`src/rtl/hsbus_pkg.sv`:
```
package hsbus_pkg;

  // Strobes from the control FSM to the datapath
  typedef struct packed {
    logic loadRead;   // capture button into read register
    logic clearRead;  // release read register at end of read
    logic writeLed;   // capture write data bit into LED flop
  } dpStrobe_t;

  typedef enum logic [2:0] {
    ST_IDLE,
    ST_RD_DRIVE,
    ST_RD_ACK,
    ST_WR_ACK,
    ST_IGNORE
  } ctrlState_t;

endpackage

```
`src/rtl/hsbus_sync.sv`:
```
module hsbus_sync #(
  parameter int WIDTH  = 1,
  parameter int STAGES = 2,
  parameter logic [WIDTH-1:0] RESET_VAL = '0
) (
  input  logic             clk,
  input  logic             rstN,
  input  logic [WIDTH-1:0] din,
  output logic [WIDTH-1:0] dout
);

  logic [STAGES-1:0][WIDTH-1:0] pipe;

  always_ff @(posedge clk or negedge rstN) begin
    if (!rstN) pipe[0] <= RESET_VAL;
    else       pipe[0] <= din;
  end

  for (genvar s = 1; s < STAGES; s++) begin : g_stage
    always_ff @(posedge clk or negedge rstN) begin
      if (!rstN) pipe[s] <= RESET_VAL;
      else       pipe[s] <= pipe[s-1];
    end
  end

  assign dout = pipe[STAGES-1];

endmodule

```
`src/rtl/hsbus_dp.sv`:
```
module hsbus_dp
  import hsbus_pkg::*;
#(
  parameter int ADDR_W        = 8,
  parameter int DATA_W        = 8,
  parameter logic [ADDR_W-1:0] BTN_ADDR = 8'h04,
  parameter logic [ADDR_W-1:0] LED_ADDR = 8'h05,
  parameter int SETTLE_CYCLES = 1
) (
  input  logic              clk,
  input  logic              rstN,
  input  dpStrobe_t         strobe,
  input  logic              cmdS,
  input  logic [ADDR_W-1:0] adsS,
  input  logic [DATA_W-1:0] dataS,
  input  logic              btnS,
  output logic              busStable,
  output logic              hitRead,
  output logic              hitWrite,
  output logic [DATA_W-1:0] rdData,
  output logic              ledQ
);

  localparam int BUS_W = 1 + ADDR_W + DATA_W;
  localparam int CNT_W = $clog2(SETTLE_CYCLES + 1) + 1;
  localparam logic [CNT_W-1:0] SETTLE_MAX = CNT_W'(SETTLE_CYCLES);

  logic [BUS_W-1:0] busNow, busPrev;
  logic [CNT_W-1:0] settleCnt;
  logic             busSame;

  assign busNow  = {cmdS, adsS, dataS};
  assign busSame = (busNow == busPrev);

  // Count consecutive cycles with unchanged synchronized lines
  always_ff @(posedge clk or negedge rstN) begin
    if (!rstN) begin
      busPrev   <= '0;
      settleCnt <= '0;
    end else begin
      busPrev <= busNow;
      if (!busSame)                settleCnt <= '0;
      else if (settleCnt < SETTLE_MAX) settleCnt <= settleCnt + 1'b1;
    end
  end

  assign busStable = busSame && (settleCnt >= SETTLE_MAX);

  // Address and command decode
  assign hitRead  = !cmdS && (adsS == BTN_ADDR);
  assign hitWrite =  cmdS && (adsS == LED_ADDR);

  // Read-data register
  always_ff @(posedge clk or negedge rstN) begin
    if (!rstN)                 rdData <= '0;
    else if (strobe.loadRead)  rdData <= DATA_W'(btnS);
    else if (strobe.clearRead) rdData <= '0;
  end

  // LED register
  always_ff @(posedge clk or negedge rstN) begin
    if (!rstN)                ledQ <= 1'b0;
    else if (strobe.writeLed) ledQ <= dataS[0];
  end

endmodule

```
`src/rtl/hsbus_ctrl.sv`:
```
module hsbus_ctrl
  import hsbus_pkg::*;
(
  input  logic      clk,
  input  logic      rstN,
  input  logic      reqS,
  input  logic      busStable,
  input  logic      hitRead,
  input  logic      hitWrite,
  output dpStrobe_t strobe,
  output logic      ackN,
  output logic      dataOe
);

  ctrlState_t state, stateNext;

  always_ff @(posedge clk or negedge rstN) begin
    if (!rstN) state <= ST_IDLE;
    else       state <= stateNext;
  end

  always_comb begin
    stateNext = state;
    strobe    = '0;
    unique case (state)
      ST_IDLE: begin
        if (!reqS && busStable) begin
          if (hitRead) begin
            stateNext       = ST_RD_DRIVE;
            strobe.loadRead = 1'b1;
          end else if (hitWrite) begin
            stateNext       = ST_WR_ACK;
            strobe.writeLed = 1'b1;
          end else begin
            stateNext = ST_IGNORE;
          end
        end
      end
      ST_RD_DRIVE: stateNext = ST_RD_ACK;
      ST_RD_ACK: begin
        if (reqS) begin
          stateNext        = ST_IDLE;
          strobe.clearRead = 1'b1;
        end
      end
      ST_WR_ACK: if (reqS) stateNext = ST_IDLE;
      ST_IGNORE: if (reqS) stateNext = ST_IDLE;
      default:   stateNext = ST_IDLE;
    endcase
  end

  // Outputs decoded from the state register only
  assign ackN   = !((state == ST_RD_ACK) || (state == ST_WR_ACK));
  assign dataOe = (state == ST_RD_DRIVE) || (state == ST_RD_ACK);

endmodule

```
`src/rtl/hsbus_target.sv`:
```
module hsbus_target
  import hsbus_pkg::*;
#(
  parameter int ADDR_W        = 8,
  parameter int DATA_W        = 8,
  parameter int SYNC_STAGES   = 2,
  parameter int SETTLE_CYCLES = 1,
  parameter logic [ADDR_W-1:0] BTN_ADDR = 8'h04,
  parameter logic [ADDR_W-1:0] LED_ADDR = 8'h05
) (
  input  logic              clk,
  input  logic              rstN,
  input  logic              reqN,
  input  logic              cmd,
  input  logic [ADDR_W-1:0] ads,
  input  logic [DATA_W-1:0] dataIn,
  output logic [DATA_W-1:0] dataOut,
  output logic              dataOe,
  output logic              ackN,
  input  logic              buttonIn,
  output logic              ledOut
);

  localparam int BUS_W = 1 + ADDR_W + DATA_W;

  logic [BUS_W-1:0]  busSync;
  logic              reqNSync, reqSync, btnSync;
  logic              busStable, hitRead, hitWrite;
  dpStrobe_t         strobe;

  hsbus_sync #(.WIDTH(BUS_W), .STAGES(SYNC_STAGES), .RESET_VAL('0)) u_busSync (
    .clk(clk), .rstN(rstN), .din({cmd, ads, dataIn}), .dout(busSync)
  );

  hsbus_sync #(.WIDTH(1), .STAGES(SYNC_STAGES), .RESET_VAL(1'b1)) u_reqSync (
    .clk(clk), .rstN(rstN), .din(reqN), .dout(reqNSync)
  );

  hsbus_sync #(.WIDTH(1), .STAGES(SYNC_STAGES), .RESET_VAL(1'b0)) u_btnSync (
    .clk(clk), .rstN(rstN), .din(buttonIn), .dout(btnSync)
  );

  assign reqSync = !reqNSync;  // 1 while a request is seen

  hsbus_ctrl u_ctrl (
    .clk(clk), .rstN(rstN),
    .reqS(reqNSync),
    .busStable(busStable), .hitRead(hitRead), .hitWrite(hitWrite),
    .strobe(strobe), .ackN(ackN), .dataOe(dataOe)
  );

  hsbus_dp #(
    .ADDR_W(ADDR_W), .DATA_W(DATA_W),
    .BTN_ADDR(BTN_ADDR), .LED_ADDR(LED_ADDR),
    .SETTLE_CYCLES(SETTLE_CYCLES)
  ) u_dp (
    .clk(clk), .rstN(rstN), .strobe(strobe),
    .cmdS(busSync[BUS_W-1]),
    .adsS(busSync[DATA_W +: ADDR_W]),
    .dataS(busSync[DATA_W-1:0]),
    .btnS(btnSync),
    .busStable(busStable), .hitRead(hitRead), .hitWrite(hitWrite),
    .rdData(dataOut), .ledQ(ledOut)
  );

endmodule

```
`config.mk`:
```
export PLATFORM = sky130hd
export DESIGN_NAME = hsbus_target
export DESIGN_NICKNAME = d
export VERILOG_FILES = /design/src/rtl/hsbus_pkg.sv /design/src/rtl/hsbus_sync.sv /design/src/rtl/hsbus_dp.sv /design/src/rtl/hsbus_ctrl.sv /design/src/rtl/hsbus_target.sv
export SDC_FILE = /design/constraint.sdc
export NUM_CORES = 1
export LEC_CHECK = 0
export CAP_MARGIN = 25
export CORE_MARGIN = 2
export CORE_UTILIZATION = 55
export DETAILED_ROUTE_END_ITERATION = 7
export PLACE_DENSITY = 0.81
export SLEW_MARGIN = 20
export SYNTH_ARGS = -nofsm -noshare
export SYNTH_HDL_FRONTEND = slang
export SYNTH_SLANG_ARGS = --single-unit
```
`constraint.sdc`:
```
create_clock -name clk -period 3.4 [get_ports clk]
set_input_delay 0.85 -clock clk [delete_from_list [all_inputs] [get_ports clk]]
set_output_delay 0.85 -clock clk [all_outputs]
set_load 0.03 [all_outputs]
```
==> impl_results.md <==
- Total of warnings raised by yosys: 0
- Final-report max-slew violation count: 0
- Pwr/cell area: 579.4 nW/um2
- Multiplexer share of the synthesized area: 0.01592
- Most repeated cell in the gate-level netlist after synthesis: sky130_fd_sc_hd__dfrtp_1
- Sinks on Clock Net: 62
- Final Routed Wirelength: 2780 um
- Cell breakdown of the critical path: xnor2_1 > nor2_1 > clkdlybuf4s50_1
- Iteration-0 DRC count of the detailed router: 24
- Worst path arrival time: 1.67 ns
- Total Nets Final: 190
- First-pass GRT wire length: 4830 um
- Post-Synthesis Mean Instance Area: 15.36 um2
- Resize count post-CTS: 0
- Critical path origin: u_ctrl.state[0]
- Critical Path End Type: output pin
- Logic depth of the worst register-to-register path: 5
- CTS tree: yes
- Top area cells in the synthesized netlist: sky130_fd_sc_hd__dfrtp_1 73%, sky130_fd_sc_hd__xnor2_1 4.7%, sky130_fd_sc_hd__buf_4 2.6%
- Maximum clock frequency: 396.3 MHz
- Library cell contributing the largest single delay on the critical path: sky130_fd_sc_hd__clkdlybuf4s50_1
- Via Count: 1033
- EDFF count, synth: 0
- Starting Density: 0.5666
- Worst-path fanout max: 6
- Remaining number of nets flagged by the antenna check after routing: 0
- H-tree lvl count: 3
- Post-route setup TNS: 0 ns
- R2R Path End: u_dp.ledQ
- Maximum number of buffers from clock root to sink: 2
- LEAKAGE: 1.087 nW
- Result of the run: complete, no violations
- MaxCap Viol Count: 0
- Clock period minus worst slack: 2.524 ns
- Placed Cells incl. Taps: 205
- Total number of placement rows: 22
- Final worst path period share: 0.7422
- Instance count of the mapped netlist: 133
- Number of library cell types mapped by synthesis: 27
- Required time of the critical path: 2.55 ns
- Adder-Cell Fraction of Synth Area: 0.006124
- Complex-gate fraction of the synthesized area: 0.03184
- Count of input and output buffers: 24
- Fin cells: 221
- Seq cells post-synth: 62
- Largest stage delay, worst path: 0.67 ns
- Diode insertion count for antenna repair: 0
- Remaining max-slew budget at the tightest pin: 0.6078
- Hold buffer count at cts: 0
- Largest area contributor in the netlist: sky130_fd_sc_hd__dfrtp_1
- Total clock buffers created by CTS: 9
- Area of the core region: 3606 um2
- Hold WC Path Type: flip-flop to flip-flop
- Maximum number of pins on one net before global-route repair: 52
- Termination of the worst setup path: dataOe
- RSZ-0062 raised after global routing: false
- Number of inserted filler cells in the final layout: 263
- Xor and xnor area share after synthesis: 0.07287
- Via count of the first global-routing pass: 1067
- Placed instance area: 2316 um2
- Slew at the pin with the worst max-slew slack: 0.5884 ns
- Clock transition time at the flip-flop clock pins of the worst setup and hold paths: 0.06 ns
- Register area share after synthesis: 0.7606
- Layout Area Growth over Synthesis: 22.41%
- Hold Vio Cnt, Final: 0
- Most instantiated cells after synthesis: 60 x sky130_fd_sc_hd__dfrtp_1, 11 x sky130_fd_sc_hd__xnor2_1, 7 x sky130_fd_sc_hd__buf_4, 7 x sky130_fd_sc_hd__nor2_1, 6 x sky130_fd_sc_hd__xor2_1
- Count of final setup violators: 0
- Die span in x: 64.95 um
- Post-route clock skew: 0.004517 ns
- FFs w/ async S/R, synth: 1.000
- Number of detailed-route iterations in the first pass: 4
- Combinational family with the most area after synthesis: simple AND/OR/NAND/NOR gates
- Vert. Die Dim: 64.95 um
- Element type at the critical path start: flip-flop
- Synthesized-area fraction occupied by and/or/nand/nor cells: 0.07593
- Non-Filler Cell Area, Final: 2501 um2
- Category of the critical setup timing path: flip-flop to output pin
- Number of antenna violations at the first check in global routing: 0
- Worst reg2reg path startpoint: u_busSync.dout[15]
- Flip-flop cell with the highest count after synthesis: sky130_fd_sc_hd__dfrtp_1
- Average via count per standard cell: 4.674
- Area fraction of the dominant cell type after synthesis: 0.7348
- Worst setup slack for register-to-register paths: 1.64 ns
- Detail-routed net length per standard cell: 12.58 um
- Drc violations: 0
- Largest vdd supply drop: 360.1 uV
- Number of top-level pins: 32
- HPWL after detailed placement: 1904 um
- CTS root buf: sky130_fd_sc_hd__clkbuf_8
- Leftover overflow at the end of global routing: 0
- Proportion of layout cells with a drive suffix above 1: 0.1156
- GRT Resource Usage Total: 0.1655
- Clock Latency Late Sink: 0.32 ns
- Summed instance area of the synthesized netlist: 2043 um2
- Die footprint: 4219 um2
- Weighted congestion at the end of routability-driven global placement: 0.7963
- Post-CTS Setup Bufs: 0
## per-layer routing
| layer | GRT usage | part of all wire | wire length (um) |
|---|---|---|---|
| met1 | 0.1887 | 0.41 | 1148 |
| met3 | 0.08854 | 0.055 | 154 |
| met2 | 0.2590 | 0.51 | 1411 |
| met5 | 0 | 0 | 0 |
| met4 | 0.07181 | 0.023 | 65 |
## kinds of logic (layout without fill, tap and decap cells)
family	after synthesis	after routing
fa+ha+maj	1	1
mux	3	3
xor+xnor	17	17
buf+inv	12	46
flops	62	62
compound gates	10	10
simple gates	27	27
other cells	1	7
## stage by stage
step | setup WS, ns | util | total power, mW | hold WS, ns
2_1_floorplan | 1.604 | - | 0.8377 | 0.3312
5_1_grt | 0.7952 | 0.6936 | 1.518 | 0.3538
3_5_place_dp | 1.224 | 0.6423 | 0.8766 | 0.3347
3_3_place_gp | 1.266 | 0.6423 | 0.8713 | 0.3321
4_1_cts | 0.8568 | 0.6929 | 1.468 | 0.3457
6_report | 0.8765 | 0.6936 | 1.449 | 0.3469
## how the worst min path moves through the flow
stage | endpoint | cells past startpoint | start | slack, ns
floorplan | u_btnSync.dout | 0 | u_btnSync.pipe[0] | 0.33
global placement | u_busSync.dout[6] | 0 | u_busSync.pipe[6] | 0.33
detailed placement | u_busSync.dout[2] | 0 | u_busSync.pipe[2] | 0.33
CTS | u_busSync.dout[13] | 0 | u_busSync.pipe[13] | 0.35
global route | u_busSync.dout[15] | 0 | u_busSync.pipe[15] | 0.35
finish | u_busSync.dout[12] | 0 | u_busSync.pipe[12] | 0.35
## where the power goes
group          internal, mW  switching [mW]  leakage, nW
Combinational        0.0340          0.0383        0.260
Sequential            0.772          0.0175        0.736
Clock                 0.336           0.251       0.0904
## state kept, by name (all words and copies together), names as in the netlist
name	cells
u_dp.rdData	1
u_dp.settleCnt	2
u_dp.busPrev	17
u_btnSync.dout	1
u_busSync.pipe	17
u_reqSync.dout	1
u_dp.ledQ	1
u_btnSync.pipe	1
u_busSync.dout	17
u_reqSync.pipe	1
u_ctrl.state	3
## placed cells by master (no fill, tap or decap), types with 5 or more instances in the layout
master and instances:
sky130_fd_sc_hd__dfrtp_1 60, sky130_fd_sc_hd__clkdlybuf4s50_1 23, sky130_fd_sc_hd__xnor2_1 11, sky130_fd_sc_hd__clkbuf_8 9, sky130_fd_sc_hd__nor2_1 7, sky130_fd_sc_hd__conb_1 7, sky130_fd_sc_hd__xor2_1 6, sky130_fd_sc_hd__inv_1 5
sky130_fd_sc_hd__nand4_1 5, sky130_fd_sc_hd__nand2_1 5
## layout make-up
type | instances | area, um2 | area share
Tap cell | 48 | 60.06 | 0.02401
Clock buffer | 12 | 135.1 | 0.05403
Timing Repair Buffer | 25 | 245.2 | 0.09805
Inverter | 5 | 18.77 | 0.007504
Clock inverter | 4 | 47.55 | 0.01901
Multi-Input combinational cell | 65 | 440.4 | 0.1761
Sequential cell | 62 | 1554 | 0.6213
## worst max-delay path, delay by kind of cell, from the launching register on
family,cells,cell delay (ns)
XOR/XNOR,1,0.15
buffers and inverters,1,0.67
flip-flops,1,0.44
AND/OR/NAND/NOR,1,0.09
Power figures use the tool's default switching activity.
